### config.mk
export PLATFORM = sky130hd
export DESIGN_NAME = spirq_top
export DESIGN_NICKNAME = d
export VERILOG_FILES = /design/src/rtl/spirq_pkg.sv /design/src/rtl/spirq_rst_sync.sv /design/src/rtl/spirq_bit_timer.sv /design/src/rtl/spirq_sticky.sv /design/src/rtl/spirq_top.sv
export SDC_FILE = /design/constraint.sdc
export NUM_CORES = 1
export LEC_CHECK = 0
export ABC_AREA = 0
export BUFFER_PORTS_ARGS = -buffer_cell sky130_fd_sc_hd__buf_2
export CAP_MARGIN = 20
export CORE_MARGIN = 2
export CORE_UTILIZATION = 29
export DETAILED_ROUTE_END_ITERATION = 7
export GPL_ROUTABILITY_DRIVEN = 0
export PLACE_DENSITY = 0.52
export REMOVE_ABC_BUFFERS = 1
export SLEW_MARGIN = 30
export SYNTH_ARGS = -nofsm -noshare
export SYNTH_HDL_FRONTEND = slang
export SYNTH_SLANG_ARGS = --single-unit
### constraint.sdc
create_clock -name clk -period 1.8 [get_ports clk]
set_input_delay 0.45 -clock clk [delete_from_list [all_inputs] [get_ports clk]]
set_output_delay 0.45 -clock clk [all_outputs]
set_load 0.03 [all_outputs]
### src/rtl/spirq_pkg.sv
package spirq_pkg;
  // status bit positions decoded by software
  localparam int unsigned ST_OVR  = 0;
  localparam int unsigned ST_TO   = 1;
  localparam int unsigned ST_RXL  = 2;
  localparam int unsigned ST_TXL  = 3;
  localparam int unsigned N_COND  = 4;
  localparam int unsigned N_STICK = 2;
endpackage

### src/rtl/spirq_rst_sync.sv
module spirq_rst_sync (
  input  logic clk,
  input  logic arst_n,
  output logic rst_sn
);
  logic [1:0] sync_q;

  always_ff @(posedge clk or negedge arst_n) begin
    if (!arst_n) sync_q <= 2'b00;
    else         sync_q <= {sync_q[0], 1'b1};
  end

  assign rst_sn = sync_q[1];
endmodule

### src/rtl/spirq_bit_timer.sv
module spirq_bit_timer #(
  parameter int unsigned PSCW    = 8,
  parameter int unsigned RATEW   = 8,
  parameter int unsigned TO_BITS = 32
) (
  input  logic             clk,
  input  logic             rst_n,
  input  logic             restart_i,
  input  logic             active_i,
  input  logic [PSCW-1:0]  psc_i,
  input  logic [RATEW-1:0] rate_i,
  output logic             fire_o
);
  localparam int unsigned BCW = $clog2(TO_BITS + 1);
  localparam logic [BCW-1:0]   B_DONE = BCW'(TO_BITS);
  localparam logic [BCW-1:0]   B_LAST = BCW'(TO_BITS - 1);
  localparam logic [BCW-1:0]   B_ONE  = BCW'(1);
  localparam logic [PSCW:0]    P_ONE  = (PSCW+1)'(1);
  localparam logic [PSCW-1:0]  P_INC  = PSCW'(1);
  localparam logic [RATEW-1:0] S_INC  = RATEW'(1);

  logic [PSCW-1:0]  pre_q, pre_d;
  logic [RATEW-1:0] sub_q, sub_d;
  logic [BCW-1:0]   bit_q, bit_d;
  logic             cnt_en;
  logic             pre_wrap, sub_wrap, done, tick;

  // prescale stage wraps after max(psc,1) cycles, rate stage after rate+1
  assign pre_wrap = ({1'b0, pre_q} + P_ONE) >= {1'b0, psc_i};
  assign sub_wrap = (sub_q == rate_i);
  assign done     = (bit_q == B_DONE);
  assign tick     = active_i && !restart_i && !done && pre_wrap && sub_wrap;
  assign fire_o   = tick && (bit_q == B_LAST);

  always_comb begin
    pre_d  = pre_q;
    sub_d  = sub_q;
    bit_d  = bit_q;
    cnt_en = 1'b0;
    if (restart_i || !active_i) begin
      cnt_en = 1'b1;
      pre_d  = '0;
      sub_d  = '0;
      bit_d  = '0;
    end else if (!done) begin
      cnt_en = 1'b1;
      pre_d  = pre_wrap ? '0 : pre_q + P_INC;
      if (pre_wrap) sub_d = sub_wrap ? '0 : sub_q + S_INC;
      if (tick)     bit_d = bit_q + B_ONE;
    end
  end

  always_ff @(posedge clk or negedge rst_n) begin
    if (!rst_n) begin
      pre_q <= '0;
      sub_q <= '0;
      bit_q <= '0;
    end else if (cnt_en) begin
      pre_q <= pre_d;
      sub_q <= sub_d;
      bit_q <= bit_d;
    end
  end
endmodule

### src/rtl/spirq_sticky.sv
module spirq_sticky #(
  parameter int unsigned N = 2
) (
  input  logic         clk,
  input  logic         rst_n,
  input  logic [N-1:0] set_i,
  input  logic [N-1:0] clr_i,
  output logic [N-1:0] q_o
);
  logic [N-1:0] q_d;

  for (genvar g = 0; g < N; g++) begin : g_bit
    logic en;
    always_comb begin
      en     = set_i[g] || clr_i[g];
      q_d[g] = set_i[g];          // set has priority over clear
    end
    always_ff @(posedge clk or negedge rst_n) begin
      if (!rst_n)  q_o[g] <= 1'b0;
      else if (en) q_o[g] <= q_d[g];
    end
  end
endmodule

### src/rtl/spirq_top.sv
module spirq_top
  import spirq_pkg::*;
#(
  parameter int unsigned DEPTH   = 8,
  parameter int unsigned PSCW    = 8,
  parameter int unsigned RATEW   = 8,
  parameter int unsigned TO_BITS = 32,
  parameter int unsigned SW      = 32,
  parameter int unsigned LVLW    = $clog2(DEPTH + 1)
) (
  input  logic                clk,
  input  logic                arst_n,
  input  logic [LVLW-1:0]     rx_level_i,
  input  logic [LVLW-1:0]     tx_level_i,
  input  logic                rx_frame_i,
  input  logic                rx_read_i,
  input  logic [PSCW-1:0]     psc_div_i,
  input  logic [RATEW-1:0]    rate_i,
  input  logic                mask_we_i,
  input  logic [N_COND-1:0]   mask_wdata_i,
  input  logic                clr_we_i,
  input  logic [N_STICK-1:0]  clr_wdata_i,
  output logic [SW-1:0]       raw_o,
  output logic [SW-1:0]       masked_o,
  output logic                irq_o
);
  localparam logic [LVLW-1:0] LVL_FULL = LVLW'(DEPTH);
  localparam logic [LVLW-1:0] LVL_HALF = LVLW'(DEPTH / 2);

  logic                rst_sn;
  logic                rx_nonempty, restart, to_fire;
  logic [N_STICK-1:0]  stick_set, stick_clr, stick_q;
  logic [N_COND-1:0]   mask_q, mask_d, cond;

  spirq_rst_sync u_rst (
    .clk    (clk),
    .arst_n (arst_n),
    .rst_sn (rst_sn)
  );

  assign rx_nonempty = (rx_level_i != '0);
  assign restart     = rx_frame_i || rx_read_i;

  spirq_bit_timer #(
    .PSCW    (PSCW),
    .RATEW   (RATEW),
    .TO_BITS (TO_BITS)
  ) u_timer (
    .clk       (clk),
    .rst_n     (rst_sn),
    .restart_i (restart),
    .active_i  (rx_nonempty),
    .psc_i     (psc_div_i),
    .rate_i    (rate_i),
    .fire_o    (to_fire)
  );

  always_comb begin
    stick_set         = '0;
    stick_set[ST_OVR] = rx_frame_i && (rx_level_i == LVL_FULL);
    stick_set[ST_TO]  = to_fire;
    stick_clr         = clr_we_i ? clr_wdata_i : '0;
  end

  spirq_sticky #(.N(N_STICK)) u_sticky (
    .clk   (clk),
    .rst_n (rst_sn),
    .set_i (stick_set),
    .clr_i (stick_clr),
    .q_o   (stick_q)
  );

  // enable mask register
  assign mask_d = mask_wdata_i;

  always_ff @(posedge clk or negedge rst_sn) begin
    if (!rst_sn)        mask_q <= '0;
    else if (mask_we_i) mask_q <= mask_d;
  end

  always_comb begin
    cond          = '0;
    cond[ST_OVR]  = stick_q[ST_OVR];
    cond[ST_TO]   = stick_q[ST_TO];
    cond[ST_RXL]  = (rx_level_i >= LVL_HALF);
    cond[ST_TXL]  = (tx_level_i <= LVL_HALF);
  end

  assign raw_o    = {{(SW-N_COND){1'b0}}, cond};
  assign masked_o = {{(SW-N_COND){1'b0}}, cond & mask_q};
  assign irq_o    = |(cond & mask_q);
endmodule

Word level (Yosys, flattened, before mapping):

Index checks and enable logic that the tools add are counted.

* muxes and demuxes: 13
* bitwise operators: 1
* magnitude comparators: 3
* add/subtract/negate cells: 4
* reduce and logical (&&, ||, !) cells: 20
* equality and inequality tests: 5

Operators with widths (count)
* $mux 8: 7
* $mux 6: 3
* $add 8x1->8 const B: 2
* $add 8x1->9 const B: 1
* $ge 9x8->1: 1
* $eq 8x8->1: 1
* $add 6x1->6 const B: 1
* $eq 6x5->1 const B: 1
* $eq 6x6->1 const B: 1
* $logic_and 1x1->1: 6
* $reduce_and 3->1: 2
* $and 4x4->4: 1
* $eq 4x4->1 const B: 1
* $ge 4x3->1 const B: 1
* $le 4x3->1 const B: 1
* $logic_or 1x1->1: 4
* $reduce_bool 2->1: 2
* $reduce_bool 4->1: 1
* $reduce_or 4->1: 1
* $logic_not 1->1: 3
* $mux 1: 2
* $mux 2: 1
* $ne 2x2->1 const B: 1
* $reduce_and 2->1: 1

* bits of input ports: 36
* bits in registers: 30
* logic and storage cells: 53
* output and inout port bits: 65

Longest topological paths before layout:

* word-level depth: 9
* depth in mapped cells: 12
* gate-level depth less buffers: 11

Hierarchy:

Synthesis repeated with hierarchy kept, for this count alone.

* cells, all modules: 277
* area total of the unflattened synthesis: 2378.5 sq um

Modules (own cells, without submodules)
* spirq_bit_timer: area an instance 1586.5 sq um, cells each 185, sequential area each 550.5 sq um, times used 1
* spirq_top: area an instance 665.6 sq um, cells each 83, sequential area each 100.1 sq um, times used 1
* spirq_sticky: area an instance 72.6 sq um, cells each 6, sequential area each 50.0 sq um, times used 1
* spirq_rst_sync: area an instance 53.8 sq um, cells each 3, sequential area each 50.0 sq um, times used 1

Least setup slack after synthesis:

No wires, ideal clock.

* kind: register to register
* from: register u_timer.pre_q[0]
* to: register u_timer.bit_q[2]
* required time: 1.722 ns
* path buffers: 1
* slack: -0.793 ns
* clock period less this slack: 2.593 ns
* cell stages (with the launch flop): 13
* arrival: 2.515 ns
* library setup time: 0.078 ns
* cell sequence: dfrtp_1 ha_1 nand3_4 nor2_4 xor2_1 ha_1 a21oi_1 nor2b_1 a311oi_4 a2111oi_4 buf_6 a21bo_2 a21oi_1

* word-level cells in the longest chain between the ends: 6

RTL lines
* start, declared: line spirq_bit_timer.sv:22 `logic [PSCW-1:0] pre_q, pre_d;`
* start signal, assigned: line spirq_bit_timer.sv:59 `pre_q <= pre_d;`
* $add 8x1->9: line spirq_bit_timer.sv:29 `assign pre_wrap = ({1'b0, pre_q} + P_ONE) >= {1'b0, psc_i};`
* $ge 9x8->1: line spirq_bit_timer.sv:29
* $logic_and 1x1->1 (2 in series): line spirq_bit_timer.sv:32 `assign tick = active_i && !restart_i && !done && pre_wrap && sub_wrap;`
* $reduce_bool 2->1 (no line)
* $reduce_and 3->1 (no line)
* end signal, assigned: line spirq_bit_timer.sv:61 `bit_q <= bit_d;`
* end, declared: line spirq_bit_timer.sv:24 `logic [BCW-1:0] bit_q, bit_d;`

Every way passes these cells.
A chain may end at the register's enable or synchronous reset.

Final worst setup path:

* from: register u_timer.pre_q[0]
* to: register u_timer.sub_q[5]

* word-level cells in the longest chain between the ends: 4

RTL lines
* $add 8x1->9: line spirq_bit_timer.sv:29
* $ge 9x8->1: line spirq_bit_timer.sv:29
* $reduce_bool 2->1 (no line)
* $reduce_and 3->1 (no line)
* end signal, assigned: line spirq_bit_timer.sv:60 `sub_q <= sub_d;`
* end, declared: line spirq_bit_timer.sv:23 `logic [RATEW-1:0] sub_q, sub_d;`

Every way passes these cells.

==> flow_summary.json <==
{
  "path_max_fanout": 5,
  "grt_start_max_net_pins": 29,
  "outcome": "finished with violations",
  "grt_overflow": 0,
  "synth_cell_types": 45,
  "cts_tree": "done",
  "leakage_nw": 1.55,
  "cp_slowest_cell": "dfrtp_2",
  "core-area_um2": 8130,
  "wl_per_cell_um": 10.3,
  "clkLatencyLatePin_ns": 0.28,
  "drtIter0Drc": 83,
  "max_freq_mhz": 385,
  "clk_pin_slew_worst_paths_ns": 0.06,
  "ys.flop_type": "dfrtp_1",
  "nFillCells": 819,
  "pwr-share-clk": 0.343,
  "path_class": "flip-flop to flip-flop",
  "drc": 0,
  "dp_slack_ns": -0.990,
  "crit_arrival_ns": 2.80,
  "initial_core_util": 0.296,
  "row_count": 33,
  "syn_inst": 262,
  "placed_area_um2": 2850,
  "area_growth_pct": 34.0,
  "synth_edf_count": 0,
  "p_per_area_nw_per_um2": 508,
  "hold_violations": 0,
  "finalNetCount": 411,
  "grt_use_total": 0.113,
  "ys_seq_area_frac": 0.312,
  "hp-class": "flip-flop to async pin",
  "clockBufferDepth": 2,
  "placed_cells": 452,
  "wirelength_um": 4830,
  "htree_num_levels": 2,
  "dpl.hpwl_um": 3720,
  "viasPerCell": 4.06,
  "vias": 1904,
  "fin_crit_ns": 2.60,
  "fin_area_um2": 3220,
  "final_antenna_net_count": 0,
  "portBuffers": 44,
  "crit_chain": "ha_4, nand3_4, nor2_4, xor2_1, ha_1, a21oi_2, nor2b_4, a311oi_4, buf_6, a2111o_1, or3_1, o221ai_2",
  "synth_seq_cells": 30,
  "rsz0062_at_grt": "true",
  "cp-start-kind": "flip-flop",
  "die_y_um": 95.1,
  "drive_gt1_frac": 0.440,
  "die_area_um2": 9040,
  "setup_tns_ns": -14.96,
  "die_w_um": 95.1,
  "final_common_cell": "conb_1",
  "fin_skew_ns": 0.00300,
  "ys_warn_count": 0,
  "multi_input_area_um2": 1520,
  "switching_share": 0.323,
  "clock-sinks": 30,
  "drv_cap": 0,
  "grt_first_pass_wirelength_um": 8000,
  "io_pins": 101,
  "drt_pass1_iterations": 4,
  "async_flop_share": 1.00,
  "worst_slack_ns": -0.798,
  "instances_no_fill": 469,
  "grt_antenna_before_repair": 0,
  "clockRootBuffer": "clkbuf_8",
  "cp-end-kind": "flip-flop",
  "synth_area_um2": 2400,
  "p_switching_uw": 529,
  "setup_viol": 24,
  "fin_crit_sh": 1.44,
  "power_mw": 1.64,
  "cts_buffers": 5,
  "power_frac_comb": 0.230,
  "ir_worst_vdd_v": 0.000221,
  "final_cell_mix": "conb_1 (57), buf_4 (47), buf_2 (43)",
  "critical_path_required_ns": 2.00,
  "synth_area_per_cell_um2": 9.18,
  "regArea_um2": 753,
  "antenna_cells": 0,
  "violations": "setup timing",
  "critPathMaxStageDelay_ns": 0.45,
  "pwr-share-seq": 0.427,
  "p_int_mw": 1.11,
  "grt_pass1_vias": 1835,
  "drv_slew": 0
}
[worst max-delay path: cells and delay by family (launching register included)]
kind            cells  cell delay (ns)
compound gates      4             0.64
buf+inv             1             0.17
fa+ha+maj           2             0.52
simple gates        4             0.61
xor+xnor            1             0.13
flops               1             0.45
[stage by stage]
| step | hold WS, ns | utilization |
|---|---|---|
| floorplan | 0.154 | - |
| global placement | 0.236 | 0.351 |
| detailed placement | 0.237 | 0.351 |
| CTS | 0.266 | 0.382 |
| global route | 0.290 | 0.396 |
| finish | 0.246 | 0.396 |
[cell type report]
type,count,area share
Multi-Input combinational cell,212,0.470
Sequential cell,30,0.234
Timing Repair Buffer,100,0.211
Tap cell,105,0.0408
Clock buffer,7,0.0268
Inverter,14,0.0163
Clock inverter,1,0.00155
[kinds of logic after synthesis]
group                    synth area share
AND/OR/NAND/NOR                     0.183
buffers and inverters               0.214
AO/OA/AOI/OAI                       0.120
flip-flops                          0.312
XOR/XNOR                           0.0874
adder cells (fa/ha/maj)            0.0624
multiplexers                       0.0187
other                             0.00312
[cells in the mapped netlist, types with 2 or more instances]
cell      count  share of area
a21oi_1      10          0.021
a22o_1        3          0.011
a21bo_2       2         0.0083
xor2_1        5          0.018
o21ai_0       9          0.019
nor2_1       18          0.028
nor3_1        3         0.0062
ha_1         12          0.062
dfrtp_1      30           0.31
inv_1        14          0.022
nand3_1      10          0.021
clkbuf_1      2         0.0031
buf_6         3          0.014
or4_1         2         0.0062
xnor2_1      19          0.069
or3_1         4          0.010
a31oi_1       2         0.0052
nand2b_1      3         0.0078
buf_4        56           0.17
o31ai_1       2         0.0062
nand3b_1      2         0.0062
conb_1        2         0.0031
nand2_1      18          0.028
nor2b_1       3         0.0078
nand4_1       3         0.0078
mux2_2        4          0.019
and2_1        3         0.0078
[power by group through the flow]
| stage | Clock [mW] | Combinational (mW) | Sequential [mW] |
|---|---|---|---|
| after floorplan | 0 | 0.240 | 0.720 |
| after global placement | 0 | 0.342 | 0.710 |
| after detailed placement | 0 | 0.345 | 0.711 |
| after CTS | 0.583 | 0.366 | 0.699 |
| after global routing | 0.611 | 0.413 | 0.701 |
| final | 0.561 | 0.376 | 0.700 |
[registers in the layout, indices dropped and copies added, names as in the netlist]
signal / cells
u_timer.sub_q: 8
u_sticky.q_o: 2
u_timer.bit_q: 6
u_timer.pre_q: 8
u_rst.sync_q: 2
mask_q: 4
[final timing paths]
| check | startpoint | end | slack, ns | depth (start not counted) |
|---|---|---|---|---|
| hold reg to reg | u_rst.sync_q[1] | u_timer.sub_q[2] | 0.25 | 1 |
| hold / removal | u_rst.sync_q[1] | u_timer.sub_q[2] | 0.25 | 1 |
| min in group clk | u_rst.sync_q[0] | u_rst.sync_q[1] | 0.35 | 0 |
| setup / recovery | u_timer.pre_q[0] | u_timer.sub_q[5] | -0.80 | 12 |
| setup reg to reg | u_timer.pre_q[0] | u_timer.sub_q[5] | -0.80 | 12 |
| max in group asynchronous | arst_n | u_rst.sync_q[0] | 1.24 | 2 |
[routing by layer]
metal,wire length [um],track usage
met1,2070,0.137
met2,2510,0.202
met3,213,0.0261
met4,38,0.0254
met5,0,0
[repair_timing]
item	CTS	global route
resized for setup	32	27
hold endpoints to repair	2	0
pin swaps	25	16
hold buffers	1	0
endpoints found under the setup margin	24	24
setup buffers	6	2
Note: power is estimated with default switching activity, not from simulation.
